--- src/rtl/rtc_tick_pkg.sv ---
package rtc_tick_pkg;

    localparam int CTRL_GEN_BIT  = 0;
    localparam int CTRL_SEL_LSB  = 4;
    localparam int CTRL_SEL_W    = 4;
    localparam int CTRL_TICK_BIT = 8;
    localparam int MIN_COUNT     = 2;

    typedef enum logic [1:0] {
        REG_CTRL  = 2'd0,
        REG_COUNT = 2'd1,
        REG_PEND  = 2'd2,
        REG_CURR  = 2'd3
    } reg_addr_e;

    typedef struct packed {
        logic                  tick_en;
        logic [CTRL_SEL_W-1:0] sel;
        logic                  gen_en;
    } ctrl_t;

    typedef struct packed {
        logic start;
        logic stop;
    } cmd_t;

    function automatic ctrl_t decode_ctrl(input logic [31:0] w);
        ctrl_t c;
        c.gen_en  = w[CTRL_GEN_BIT];
        c.sel     = w[CTRL_SEL_LSB +: CTRL_SEL_W];
        c.tick_en = w[CTRL_TICK_BIT];
        return c;
    endfunction

    function automatic logic [31:0] encode_ctrl(input ctrl_t c);
        logic [31:0] w;
        w = '0;
        w[CTRL_GEN_BIT]                   = c.gen_en;
        w[CTRL_SEL_LSB +: CTRL_SEL_W]     = c.sel;
        w[CTRL_TICK_BIT]                  = c.tick_en;
        return w;
    endfunction

endpackage

--- src/rtl/tick_regs.sv ---
module tick_regs
    import rtc_tick_pkg::*;
#(
    parameter int DATA_W = 32
) (
    input  logic              clk,
    input  logic              rst,
    input  logic              wr_en,
    input  logic [1:0]        addr,
    input  logic [31:0]       wdata,
    input  logic              expire,
    output ctrl_t             ctrl,
    output logic [DATA_W-1:0] tcount,
    output logic              pend,
    output cmd_t              cmd
);

    ctrl_t ctrl_new;
    logic  wr_ctrl, wr_count, wr_pend;

    assign ctrl_new = decode_ctrl(wdata);
    assign wr_ctrl  = wr_en && (addr == REG_CTRL);
    assign wr_count = wr_en && (addr == REG_COUNT);
    assign wr_pend  = wr_en && (addr == REG_PEND);

    always_comb begin
        cmd.start = wr_ctrl && ctrl_new.gen_en && ctrl_new.tick_en &&
                    !ctrl.tick_en && (tcount != '0);
        cmd.stop  = wr_ctrl &&
                    ((ctrl.gen_en && !ctrl_new.gen_en) ||
                     (ctrl_new.gen_en && ctrl.tick_en && !ctrl_new.tick_en));
    end

    always_ff @(posedge clk) begin
        if (rst) begin
            ctrl   <= '0;
            tcount <= '0;
            pend   <= 1'b0;
        end else begin
            if (wr_ctrl)
                ctrl <= ctrl_new;
            if (wr_count && (wdata[DATA_W-1:0] > DATA_W'(MIN_COUNT)))
                tcount <= wdata[DATA_W-1:0];
            if (expire)
                pend <= 1'b1;
            else if (wr_pend && wdata[0])
                pend <= 1'b0;
        end
    end

endmodule

--- src/rtl/tick_prescaler.sv ---
module tick_prescaler #(
    parameter int PRE_W = 15,
    parameter int SEL_W = 4
) (
    input  logic             clk,
    input  logic             rst,
    input  logic             ref_pulse,
    input  logic             clear,
    input  logic [SEL_W-1:0] sel,
    output logic             dec_pulse
);

    logic [PRE_W-1:0] phase;
    logic [PRE_W-1:0] mask;

    // Bit i of the mask is set when i lies below the select value.
    generate
        for (genvar i = 0; i < PRE_W; i++) begin : g_mask
            assign mask[i] = (SEL_W'(i) < sel);
        end
    endgenerate

    assign dec_pulse = ref_pulse && ((phase & mask) == mask);

    always_ff @(posedge clk) begin
        if (rst || clear)
            phase <= '0;
        else if (ref_pulse)
            phase <= phase + 1'b1;
    end

endmodule

--- src/rtl/tick_downcounter.sv ---
module tick_downcounter #(
    parameter int DATA_W = 32
) (
    input  logic              clk,
    input  logic              rst,
    input  logic              start,
    input  logic              stop,
    input  logic              dec,
    input  logic [DATA_W-1:0] reload,
    output logic [DATA_W-1:0] cur,
    output logic              running,
    output logic              expire
);

    logic step;

    assign step   = running && dec && !start && !stop;
    assign expire = step && (cur == DATA_W'(1));

    always_ff @(posedge clk) begin
        if (rst) begin
            cur     <= '0;
            running <= 1'b0;
        end else if (start) begin
            cur     <= reload;
            running <= 1'b1;
        end else if (stop) begin
            running <= 1'b0;
        end else if (expire) begin
            cur <= reload;
        end else if (step) begin
            cur <= cur - 1'b1;
        end
    end

endmodule

--- src/rtl/rtc_tick_timer.sv ---
module rtc_tick_timer
    import rtc_tick_pkg::*;
#(
    parameter int DATA_W = 32,
    parameter int PRE_W  = 15
) (
    input  logic        clk,
    input  logic        rst,
    input  logic        ref_pulse,
    input  logic        wr_en,
    input  logic        rd_en,
    input  logic [1:0]  addr,
    input  logic [31:0] wdata,
    output logic [31:0] rdata,
    output logic        tick_irq
);

    localparam int SEL_W = CTRL_SEL_W;

    ctrl_t             ctrl_q;
    logic [DATA_W-1:0] tcount_q;
    logic              pend_q;
    cmd_t              cmd;
    logic              dec_pulse;
    logic [DATA_W-1:0] cur_cnt;
    logic              running;
    logic              expire;
    logic [31:0]       rd_mux;

    tick_regs #(.DATA_W(DATA_W)) u_regs (
        .clk    (clk),
        .rst    (rst),
        .wr_en  (wr_en),
        .addr   (addr),
        .wdata  (wdata),
        .expire (expire),
        .ctrl   (ctrl_q),
        .tcount (tcount_q),
        .pend   (pend_q),
        .cmd    (cmd)
    );

    tick_prescaler #(.PRE_W(PRE_W), .SEL_W(SEL_W)) u_pre (
        .clk       (clk),
        .rst       (rst),
        .ref_pulse (ref_pulse),
        .clear     (cmd.start),
        .sel       (ctrl_q.sel),
        .dec_pulse (dec_pulse)
    );

    tick_downcounter #(.DATA_W(DATA_W)) u_cnt (
        .clk     (clk),
        .rst     (rst),
        .start   (cmd.start),
        .stop    (cmd.stop),
        .dec     (dec_pulse),
        .reload  (tcount_q),
        .cur     (cur_cnt),
        .running (running),
        .expire  (expire)
    );

    always_comb begin
        unique case (reg_addr_e'(addr))
            REG_CTRL:  rd_mux = encode_ctrl(ctrl_q);
            REG_COUNT: rd_mux = 32'(tcount_q);
            REG_PEND:  rd_mux = {31'd0, pend_q};
            REG_CURR:  rd_mux = 32'(cur_cnt);
            default:   rd_mux = '0;
        endcase
    end

    always_ff @(posedge clk) begin
        if (rst)
            rdata <= '0;
        else if (rd_en)
            rdata <= rd_mux;
    end

    assign tick_irq = pend_q;

endmodule

--- config.mk ---
export PLATFORM = sky130hd
export DESIGN_NAME = rtc_tick_timer
export DESIGN_NICKNAME = d
export VERILOG_FILES = /design/src/rtl/rtc_tick_pkg.sv /design/src/rtl/tick_regs.sv /design/src/rtl/tick_prescaler.sv /design/src/rtl/tick_downcounter.sv /design/src/rtl/rtc_tick_timer.sv
export SDC_FILE = /design/constraint.sdc
export NUM_CORES = 1
export LEC_CHECK = 0
export BUFFER_PORTS_ARGS = -buffer_cell sky130_fd_sc_hd__buf_4
export CAP_MARGIN = 5
export CORE_ASPECT_RATIO = 0.7
export CORE_MARGIN = 3
export CORE_UTILIZATION = 63
export CTS_CLUSTER_SIZE = 24
export DETAILED_ROUTE_END_ITERATION = 8
export GPL_TIMING_DRIVEN = 0
export MAX_ROUTING_LAYER = met4
export PLACE_DENSITY = 0.83
export SLEW_MARGIN = 10
export SYNTH_ARGS = -nofsm -noshare
export SYNTH_HDL_FRONTEND = slang
export SYNTH_SLANG_ARGS = --single-unit
export TNS_END_PERCENT = 5
--- constraint.sdc ---
create_clock -name clk -period 3.35 [get_ports clk]
set_input_delay 0.335 -clock clk [delete_from_list [all_inputs] [get_ports clk]]
set_output_delay 0.335 -clock clk [all_outputs]
set_load 0.02 [all_outputs]
# After elaboration in Yosys (flattened, before gate mapping)
# Index checks and enable logic that the tools add are counted.
word_totals:
  output_inout_bits: 33
  wordCells: 74
  reg_bits: 119
op_classes:
  muxes: 9
  n_eq_ne: 6
  n_lt_le_gt_ge: 16
  bitwise: 1
  reduce_logical: 31
  n_addsub: 2
op_table:
  columns: ["op", "n"]
  rows:
  - ["32-bit two-way mux", 4]
  - ["32-bit case mux with 4 select lines", 1]
  - ["32-bit by 1-bit == test with 1-bit output, second input constant", 1]
  - ["32-bit by 2-bit greater-than comparator with 1-bit output, second input constant", 1]
  - ["32-bit nonzero test", 1]
  - ["32-bit by 1-bit subtractor with 32-bit output, second input constant", 1]
  - ["4-bit < comparator, first input constant", 7]
  - ["1-bit logical AND", 18]
  - ["3-bit by 4-bit < comparator with 1-bit output, first input constant", 4]
  - ["15-bit by 1-bit adder with 15-bit output, second input constant", 1]
  - ["15-bit bitwise AND", 1]
  - ["15-bit == test", 1]
  - ["1-bit by 4-bit < comparator with 1-bit output, first input constant", 2]
  - ["2-bit by 4-bit < comparator with 1-bit output, first input constant", 2]
  - ["1-bit logical NOT", 5]
  - ["2-bit == test, second input constant", 2]
  - ["1-bit two-way mux", 4]
  - ["2-bit nonzero test", 2]
  - ["3-bit nonzero test", 1]
  - ["2-bit by 1-bit == test with 1-bit output, second input constant", 1]
  - ["2-bit logical NOT", 1]
  - ["1-bit logical OR", 2]
  - ["2-bit by 1-bit != test with 1-bit output, second input constant", 1]
  - ["2-bit AND reduction", 1]

# Longest topological paths before layout
# Gate-level depths: netlist of the first run.
depth:
  word_depth: 13
  ltp_mapped: 10
  ltp_nobuf: 9

# Hierarchy
# A second synthesis of the first run with hierarchy kept.
unflattened:
  hier_cells: 774
  hier_area_um2: 6691.4
by_module_without_submodules:
  columns: ["module", "seq_area_each_um2", "area_per_inst_um2", "instances", "cells_each"]
  rows:
  - ["tick_downcounter", 660.6, 2277.2, 1, 299]
  - ["tick_regs", 780.7, 1920.6, 1, 194]
  - ["rtc_tick_timer", 640.6, 1666.6, 1, 181]
  - ["tick_prescaler", 300.3, 827.0, 1, 100]

# Worst setup path before layout of the first run
# No wires, ideal clock.
synth_timing:
  path_type: "register -> register"
  start: "reg u_cnt.cur[18]"
  end: "reg u_cnt.cur[29]"
  path_buffers: 0
  setup_ps: 132
  path_stages_with_launch: 8
  synth_period_minus_slack_ps: 2181
  required_time_ps: 3218
  path_slack_ps: 1169
  arrival_ps: 2050
  path_cell_list: "dfxtp_1 or4_4 nor3_4 nand3_2 or3_1 or3b_1 o32ai_1 nor3_1"
synth_via:
  elab_chain_len: 5
  elab_cells_between_ends: 9
  classes_between: "add/sub (1); eq/ne (1); mux (4); reduce/logical (3)"
synth_rtl:
  columns: ["element", "line", "source"]
  rows:
  - ["from (decl)", "tick_downcounter.sv:10", "output logic [DATA_W-1:0] cur,"]
  - ["from (signal assigned)", "tick_downcounter.sv:25", "cur <= reload;"]
  - ["from (signal assigned)", "tick_downcounter.sv:30", "cur <= reload;"]
  - ["from (signal assigned)", "tick_downcounter.sv:32", "cur <= cur - 1'b1;"]
  - ["32-bit by 1-bit subtractor with 32-bit output or 32-bit by 1-bit == test with 1-bit output (tied branches)", "tick_downcounter.sv:32, tick_downcounter.sv:18", null]
  - ["32-bit two-way mux or 1-bit logical AND (tied branches)", "tick_downcounter.sv:31, tick_downcounter.sv:18", null]
  - ["32-bit two-way mux", "tick_downcounter.sv:29", "end else if (expire) begin"]
  - ["32-bit two-way mux", "tick_downcounter.sv:27", "end else if (stop) begin"]
  - ["32-bit two-way mux", "tick_downcounter.sv:24", "end else if (start) begin"]
# Parallel ways exist; a longest one is shown, timed or not. The select of a mux whose other input is x is not followed.
# A chain may end at the register's enable or synchronous reset.

# Worst setup path after layout of the first run
layout_timing:
  start: "reg u_regs.tcount[23]"
  end: "reg u_cnt.cur[4]"
layout_via:
  elab_chain_len: 9
  elab_cells_between_ends: 12
  classes_between: "eq/ne (1); mux (3); reduce/logical (8)"
layout_rtl:
  columns: ["element", "line", "source"]
  rows:
  - ["from (decl)", "tick_regs.sv:13", "output logic [DATA_W-1:0] tcount,"]
  - ["from (signal assigned)", "tick_regs.sv:43", "tcount <= wdata[DATA_W-1:0];"]
  - ["32-bit nonzero test *", "tick_regs.sv:28", "!ctrl.tick_en && (tcount != '0);"]
  - ["1-bit logical AND *", "tick_regs.sv:28", null]
  - ["1-bit logical NOT", "tick_downcounter.sv:17", "assign step = running && dec && !start && !stop;"]
  - ["1-bit logical AND (2 in series)", "tick_downcounter.sv:17", null]
  - ["1-bit logical AND", "tick_downcounter.sv:18", "assign expire = step && (cur == DATA_W'(1));"]
  - ["32-bit two-way mux", "tick_downcounter.sv:29", null]
  - ["32-bit two-way mux", "tick_downcounter.sv:27", null]
  - ["32-bit two-way mux", "tick_downcounter.sv:24", null]
# Every way passes the cells marked *; elsewhere a longest branch is shown, timed or not. The select of a mux whose other input is x is not followed.

==> results of run 1 <==
## metrics by stage
stage          power [µW]  utilization  hold slack (ps)
2_1_floorplan        1820            -              437
3_3_place_gp         1970        0.733              453
3_5_place_dp         1990        0.733              458
4_1_cts              4000        0.805              157
5_1_grt              4130        0.805              175
6_report             4040        0.805              156
## final cells by class
class / instances / area (µm²)
multi-input cells: 558 / 3430
repair buffers: 69 / 518
flip-flops and latches: 119 / 2380
fillers: 609 / 1800
inverters: 13 / 48.8
well taps: 124 / 155
clock buffers: 20 / 467
plain buffers: 49 / 216
clock inverters: 12 / 198
## per-layer routing
layer | global-route usage | wire length (µm) | up-vias
met5 | - | 0 | -
met1 | 0.532 | 8680 | 3055
met2 | 0.591 | 9070 | 469
li1 | - | - | 2840
met4 | 0.158 | 691 | 0
met3 | 0.120 | 2770 | 80
## critical path: stages, from the launching register on
cell      delay (ps)
dfxtp_1          350
nor4_1           510
nand4_1          290
o21ai_0          270
clkbuf_1         420
nand2_1          130
nor2_1           730
o21ai_0          250
a21oi_1          170
## synth_stat cells (7+ instances only)
| cell type | count | area (µm²) |
|---|---|---|
| a211oi_1 | 29 | 218 |
| nor2_1 | 142 | 533 |
| nand4_1 | 13 | 81.3 |
| nand3_1 | 10 | 50.1 |
| o21ai_0 | 17 | 85.1 |
| o21a_1 | 7 | 52.6 |
| and3_1 | 8 | 50.1 |
| a22oi_1 | 11 | 82.6 |
| dfxtp_1 | 119 | 2380 |
| o22ai_1 | 13 | 81.3 |
| or3_1 | 7 | 43.8 |
| buf_2 | 8 | 40.0 |
| mux2i_1 | 37 | 370 |
| nor4_1 | 24 | 150 |
| mux2_2 | 28 | 315 |
| nand2_1 | 40 | 150 |
| xor2_1 | 11 | 96.3 |
| nor2b_1 | 27 | 169 |
| clkbuf_1 | 37 | 139 |
| nor3_1 | 23 | 115 |
| a21oi_1 | 51 | 255 |
| inv_1 | 13 | 48.8 |
## logic make-up after synthesis
kind of cell	Yosys count
AO/OA/AOI/OAI	152
XOR/XNOR	14
adder cells (fa/ha/maj)	3
buffers and inverters	62
flip-flops	119
multiplexers	66
AND/OR/NAND/NOR	323
## flip-flops by register name, summed over array words and instances, names as in the netlist
signal,count
u_regs.ctrl,6
u_pre.phase,15
u_cnt.cur,32
rdata,32
u_cnt.running,1
u_regs.pend,1
u_regs.tcount,32
## path summary, 6_finish.rpt
| path | from | end | slack, ps | cells after the start |
|---|---|---|---|---|
| worst max-delay path | u_regs.tcount[23] | u_cnt.cur[4] | 150 | 8 |
| worst min-delay path | wdata[26] | u_regs.tcount[26] | 160 | 3 |
| worst max register to register | u_regs.tcount[23] | u_cnt.cur[4] | 150 | 8 |
| worst min register to register | rdata[6] | rdata[6] | 490 | 2 |
## power by group through the flow
| stage | sequential, µW | clock [µW] | combinational, µW |
|---|---|---|---|
| after floorplan | 1520 | 0 | 305 |
| after global placement | 1520 | 0 | 448 |
| after detailed placement | 1520 | 0 | 465 |
| after CTS | 1490 | 2040 | 474 |
| after global routing | 1500 | 2100 | 525 |
| final | 1500 | 2050 | 494 |
==> results.yml, run 1 <==
synth:
  synthArstFlopShare: 0
  synth_xor_area_frac: 0.0202
  avgSynthCellArea_um2: 8.23
  post_synth_mux_area_share: 0.116
  ys_ff_latch: 119
  synthAdderAreaFrac: 0.00617
  syn_nets: 781
  synth_top_family_by_area: "simple AND/OR/NAND/NOR gates"
  syn-instance-count: 739
  yosysSeqAreaShare: 0.392
  ys.flop_type: "dfxtp_1"
  synth_cell_types: 61
  synth_edf_count: 0
  synth_compound_area_frac: 0.160
  synthSimpleGateAreaFrac: 0.262
  yosysWarnings: 0
  netlist_area_um2: 6080
pwr:
  p_leak_uw: 0.00313
  p_clk_frac: 0.508
  peakVddDrop_uv: 402
  pwr-share-comb: 0.122
  p_sw_frac: 0.256
  pwr-share-seq: 0.370
  intPower_uw: 3010
  power.switching_uw: 1030
  power.density_nw_per_um2: 545
clock_tree:
  clock_tree.buffer_depth: 2
  cts-root-buf: "clkbuf_16"
  post_cts_buffers: 0
  cts_inserted_buffers: 17
  hold_buffers: 0
  ctsResizeCount: 0
  cts_tree: "done"
  htreeDepth: 4
  cts_sinks: 119
  clk_pin_slew_ps: 60
  clk_latency_ps: 420
global_routing:
  grt_pass1_wl_um: 32200
  grt_start_max_net_pins: 17
  grt_pass1_vias: 5977
  grt_util_all_layers: 0.406
  antenna_found_initial: 0
  grt-ovfl-total: 0
floorplan:
  boundaryPins: 72
  die-area_um2: 10900
  row_count: 29
  chipWidth_um: 123
  core_area_um2: 9220
  die_h_um: 88.2
  initial_core_util: 0.660
worst_setup_path:
  crit_fanout: 10
  required_ps: 3700
  cp-end-kind: "flop"
  start_kind: "flop"
  crit_type: "flop to flop"
  worstPathArrival_ps: 3550
sta:
  finalWorstSetupSlack_ps: 150
  hold_viol_final: 0
  drv_slew: 0
  clock_skew_ps: 7.49
  rsz0062_at_grt: "no"
  fin_crit_sh: 0.955
  tightest_slew_ps: 928
  finalSetupTns_ps: 0
  setup_viol: 0
  slew_headroom: 0.379
  finalCriticalPeriod_ps: 3200
  fmax_ghz: 0.312
cells_and_area:
  layout_commonest_cell: "nor2_1"
  layout.cells.non_filler: 964
  n_antenna_cell: 0
  syn_to_final_growth_pct: 22.0
  final_cell_mix: "nor2_1, dfxtp_1, buf_4, a21oi_1, nand2_1"
  drive_above_1_share: 0.185
  nets: 869
  final_area_um2: 7420
placement:
  io_buffers: 69
  dpl.cell_count: 932
  pre_cts_ws_ps: 360
  placed_area_um2: 6760
  place.gp.congestion: 1.02
  hpwl_um: 14800
route:
  drcViolationCount: 0
  firstDrtPassIters: 6
  drt_wl_total_um: 21200
  via_count: 6444
  wl_per_cell_um: 22.0
  initialDrtViolationCount: 902
  ant_nets: 0
  viasPerCell: 6.68
min_path:
  hp-class: "primary input to flop"
run_status:
  run_status: "finished, final reports clean"
flow_run:
  drv_cap: 0
Power figures use the tool's default switching activity.
==> inputs of run 2 (changes only) <==
Settings changed: CORE_MARGIN 3 to unset, REMOVE_ABC_BUFFERS set to 1.
==> results.yml, run 2 (synthesis results as in run 1) <==
run_status:
  run_status: "finished, final reports clean"
global_routing:
  grt_pass1_vias: 5627
  grt-ovfl-total: 0
  top_usage_layer: "met2"
  met2_usage: 0.560
  use_met1: 0.509
  antenna_found_initial: 0
  grt_util_all_layers: 0.379
  met3_usage: 0.0795
  grt_pass1_wl_um: 29000
  grt_start_max_net_pins: 106
placement:
  dpl.cell_count: 887
  hpwl_um: 11700
  place.gp.congestion: 0.911
  placed_area_um2: 6620
  io_buffers: 71
pwr:
  power.density_nw_per_um2: 511
  p_leak_uw: 0.00305
  power_uw: 3690
  peakVddDrop_uv: 436
clock_tree:
  cts-root-buf: "clkbuf_16"
  cts_inserted_buffers: 17
  htreeDepth: 4
  clk_pin_slew_ps: 50
  hold_buffers: 0
  cts_sinks: 119
  clock_tree.buffer_depth: 2
  clk_latency_ps: 420
  cts_tree: "done"
sta:
  hold_viol_final: 0
  fin_crit_sh: 0.967
  whs_ps: 162
  tightest_slew_ps: 1110
  rsz0062_at_grt: "no"
  finalCriticalPeriod_ps: 3240
  drv_slew: 0
  fmax_ghz: 0.309
  setup_viol: 0
  clock_skew_ps: 8.83
  slew_headroom: 0.259
min_path:
  hp-start: "wdata[21]"
  hold_depth: 3
  hp-class: "primary input to flop"
  worstHoldEndpoint: "u_regs.tcount[21]"
worst_setup_path:
  reg2reg_depth: 7
  required_ps: 3580
  start_kind: "flop"
  crit_fanout: 19
  timing.rr.end: "u_cnt.cur[14]"
  r2r_start: "u_regs.ctrl[2]"
  crit_type: "flop to flop"
  r2r_slack_ps: 110
  cp-end-kind: "flop"
  worstPathArrival_ps: 3470
route:
  viasPerCell: 6.56
  drcViolationCount: 0
  drt_wl_total_um: 18300
  wl_per_cell_um: 19.8
  firstDrtPassIters: 6
  initialDrtViolationCount: 696
  ant_nets: 0
  via_count: 6052
cells_and_area:
  nets: 829
  layout_commonest_cell: "nor2_1"
  syn_to_final_growth_pct: 18.8
  fillers: 667
  layout.cells.non_filler: 923
  final_util: 0.784
  final_cell_mix: "nor2_1, dfxtp_1, buf_4, a21oi_1, nand2_1"
  n_antenna_cell: 0
  final_area_um2: 7220
  drive_above_1_share: 0.191
  largest_registers: "rdata (32), u_cnt.cur (32), u_regs.tcount (32)"
floorplan:
  row_count: 29
  boundaryPins: 72
  die_h_um: 84.2
  die-area_um2: 10100
  chipWidth_um: 119
  core_area_um2: 9220
  initial_core_util: 0.660
flow_run:
  drv_cap: 0
## run 2: cell types whose count changed in the layout (fill, tap and decap cells not counted), sizes merged, moves of 2 or more
cell	previous run	this run
bufinv	5	1
clkbuf	57	23
clkinvlp	5	3
buf	81	76
clkinv	2	4
## run 2: final cells by class
type	instances	area (µm²)	area share
Sequential cell	119	2380	0.330
Clock inverter	8	72.6	0.0100
Clock buffer	23	488	0.0676
Tap cell	124	155	0.0215
Multi-Input combinational cell	560	3480	0.482
Inverter	13	48.8	0.00676
Timing Repair Buffer	76	598	0.0828
## run 2: worst max-delay path, cell delays in order, from the launching register on
cell,delay [ps]
dfxtp_1,390
nor2_1,240
o221ai_1,140
nor4_1,710
and4b_4,590
nand2_2,400
o31ai_1,430
a211oi_1,140
## run 2: where the power goes
part | leakage, µW | internal, µW | switching (µW)
combinational | 0.00181 | 181 | 282
clock | 0.000271 | 1090 | 645
sequential | 0.000964 | 1450 | 46.8
total | 0.00305 | 2720 | 974
## run 2: worst max-delay path by stage
stage | to | depth (start not counted) | startpoint | slack, ps
after floorplan | u_regs.tcount[0] | 5 | wdata[26] | 150
after global placement | u_cnt.cur[9] | 5 | u_regs.tcount[24] | -2070
after detailed placement | u_cnt.cur[19] | 8 | addr[1] | -590
after CTS | u_cnt.cur[14] | 8 | addr[1] | -30
after global routing | u_cnt.cur[14] | 7 | u_regs.ctrl[2] | 70
final | u_cnt.cur[14] | 7 | u_regs.ctrl[2] | 110
## run 2: repair_timing
action	CTS	global route
cloned	0	2
pin swaps	1	2
endpoints found under the setup margin	10	33
setup buffers	0	3
resized for setup	1	3
## run 2: metrics by stage
stage	setup TNS (ps)	setup WS, ps
floorplan	0	147
global placement	-113660	-2070
detailed placement	-11480	-595
CTS	-30.9	-30.9
global route	0	68.9
finish	0	111
## run 2: layer usage
metal,share of wire,routed length (µm),vias to the layer above
met2,0.45,8150,347
met4,0.024,439,0
met3,0.10,1830,58
met5,0,0,-
li1,-,-,2748
met1,0.43,7880,2899
==> inputs of run 3 (changes only) <==
Settings changed: CORE_UTILIZATION 63 to 59, PLACE_DENSITY 0.83 to 0.79.
Clock period 3.35 ns to 3.7 ns, I/O delays scaled along.
==> results.yml, run 3 (synthesis results as in run 1) <==
route:
  wl_per_cell_um: 18.6
  ant_nets: 0
  initialDrtViolationCount: 670
  via_count: 5825
  drcViolationCount: 0
  drt_wl_total_um: 17100
  viasPerCell: 6.32
  firstDrtPassIters: 5
global_routing:
  grt_start_max_net_pins: 106
  grt-ovfl-total: 0
  grt_pass1_wl_um: 27300
  grt_pass1_vias: 5357
  antenna_found_initial: 0
  grt_util_all_layers: 0.341
sta:
  finalSetupTns_ps: 0
  slew_headroom: 0.165
  hold_viol_final: 0
  setup_viol: 0
  fmax_ghz: 0.286
  fin_crit_sh: 0.946
  whs_ps: 199
  rsz0062_at_grt: "no"
  clock_skew_ps: 7.78
  finalCriticalPeriod_ps: 3500
  tightest_slew_ps: 1250
  drv_slew: 0
worst_setup_path:
  cp_slowest_cell: "nand4b_1"
  slowest_delay_ps: 1060
  cp-end-kind: "flop"
  crit_chain: "buf_4 -> nor3b_2 -> o21ai_0 -> o211ai_1 -> nand4b_1 -> nor2_2 -> and3_1 -> nor4_1"
  required_ps: 3940
  start_kind: "primary input"
  crit_fanout: 39
  worstPathArrival_ps: 3740
  crit_type: "primary input to flop"
clock_tree:
  clk_pin_slew_ps: 50
  cts_inserted_buffers: 17
  hold_buffers: 0
  cts_tree: "done"
  clk_latency_ps: 410
  htreeDepth: 4
  cts-root-buf: "clkbuf_16"
  clock_tree.buffer_depth: 2
  cts_sinks: 119
pwr:
  power.density_nw_per_um2: 456
  p_clk_frac: 0.459
  p_sw_frac: 0.268
  pwr-share-seq: 0.415
  pwr-share-comb: 0.125
  power.switching_uw: 875
  p_leak_uw: 0.00302
  peakVddDrop_uv: 368
  intPower_uw: 2390
floorplan:
  die-area_um2: 10700
  initial_core_util: 0.618
  core_area_um2: 9830
  die_h_um: 86.9
  boundaryPins: 72
  chipWidth_um: 123
  row_count: 30
cells_and_area:
  nets: 824
  syn_to_final_growth_pct: 17.6
  drive_above_1_share: 0.187
  fillers: 774
  n_antenna_cell: 0
  multi_input_area_um2: 3460
  layout_commonest_cell: "nor2_1"
  largest_registers: "rdata (32), u_cnt.cur (32), u_regs.tcount (32)"
  final_cell_mix: "nor2_1, dfxtp_1, buf_4, a21oi_1, nand2_1"
  seq_area_um2: 2380
  final_util: 0.727
placement:
  hpwl_um: 11200
  io_buffers: 71
  place.gp.congestion: 0.908
flow_run:
  drv_cap: 0
run_status:
  run_status: "finished, final reports clean"
min_path:
  hp-class: "primary input to flop"
-- run 3: per-layer routing --
metal / GRT usage / routed length [µm] / up-vias
met5: - / 0 / -
met4: 0.133 / 248 / 0
met3: 0.0543 / 1520 / 28
met2: 0.499 / 7480 / 318
met1: 0.471 / 7880 / 2729
li1: - / - / 2750
-- run 3: worst paths after layout --
check	start	to	slack [ps]	depth (start not counted)
max reg2reg	u_regs.ctrl[2]	u_cnt.cur[31]	210	7
max	addr[1]	u_cnt.cur[31]	200	8
min reg2reg	u_cnt.running	u_cnt.running	470	2
min	wdata[2]	u_regs.tcount[2]	200	3
-- run 3: layout make-up --
class	instances	area share
inverter	13	0.00682
clock inverter	8	0.00700
clock buffer	22	0.0677
timing repair buffer	73	0.0794
tap	128	0.0224
sequential	119	0.333
multi-input combinational	558	0.483
-- run 3: stage by stage --
| stage | setup slack, ps | power [µW] | cells | cell area, µm² |
|---|---|---|---|---|
| 2_1_floorplan | 462 | 1620 | 690 | 5870 |
| 3_3_place_gp | -1600 | 1760 | 889 | 6560 |
| 3_5_place_dp | -179 | 1770 | 891 | 6610 |
| 4_1_cts | 229 | 3250 | 921 | 7150 |
| 5_1_grt | 102 | 3360 | 921 | 7150 |
| 6_report | 200 | 3260 | 921 | 7150 |
-- run 3: what timing repair did --
action | CTS | global route
gates resized for setup | 0 | 1
endpoints found under the setup margin | 0 | 6
setup buffers | 0 | 0
-- run 3: worst max-delay path, delay by kind of cell --
family	cells	cell delay (ps)
simple gates	5	2500
compound gates	2	400
buf+inv	1	430
-- run 3: power groups by stage --
| stage | Clock [µW] | Combinational, µW | Sequential [µW] |
|---|---|---|---|
| after floorplan | 0 | 244 | 1370 |
| after CTS | 1500 | 400 | 1350 |
| final | 1500 | 409 | 1360 |
| after global placement | 0 | 381 | 1380 |
| after detailed placement | 0 | 394 | 1380 |
| after global routing | 1560 | 446 | 1360 |
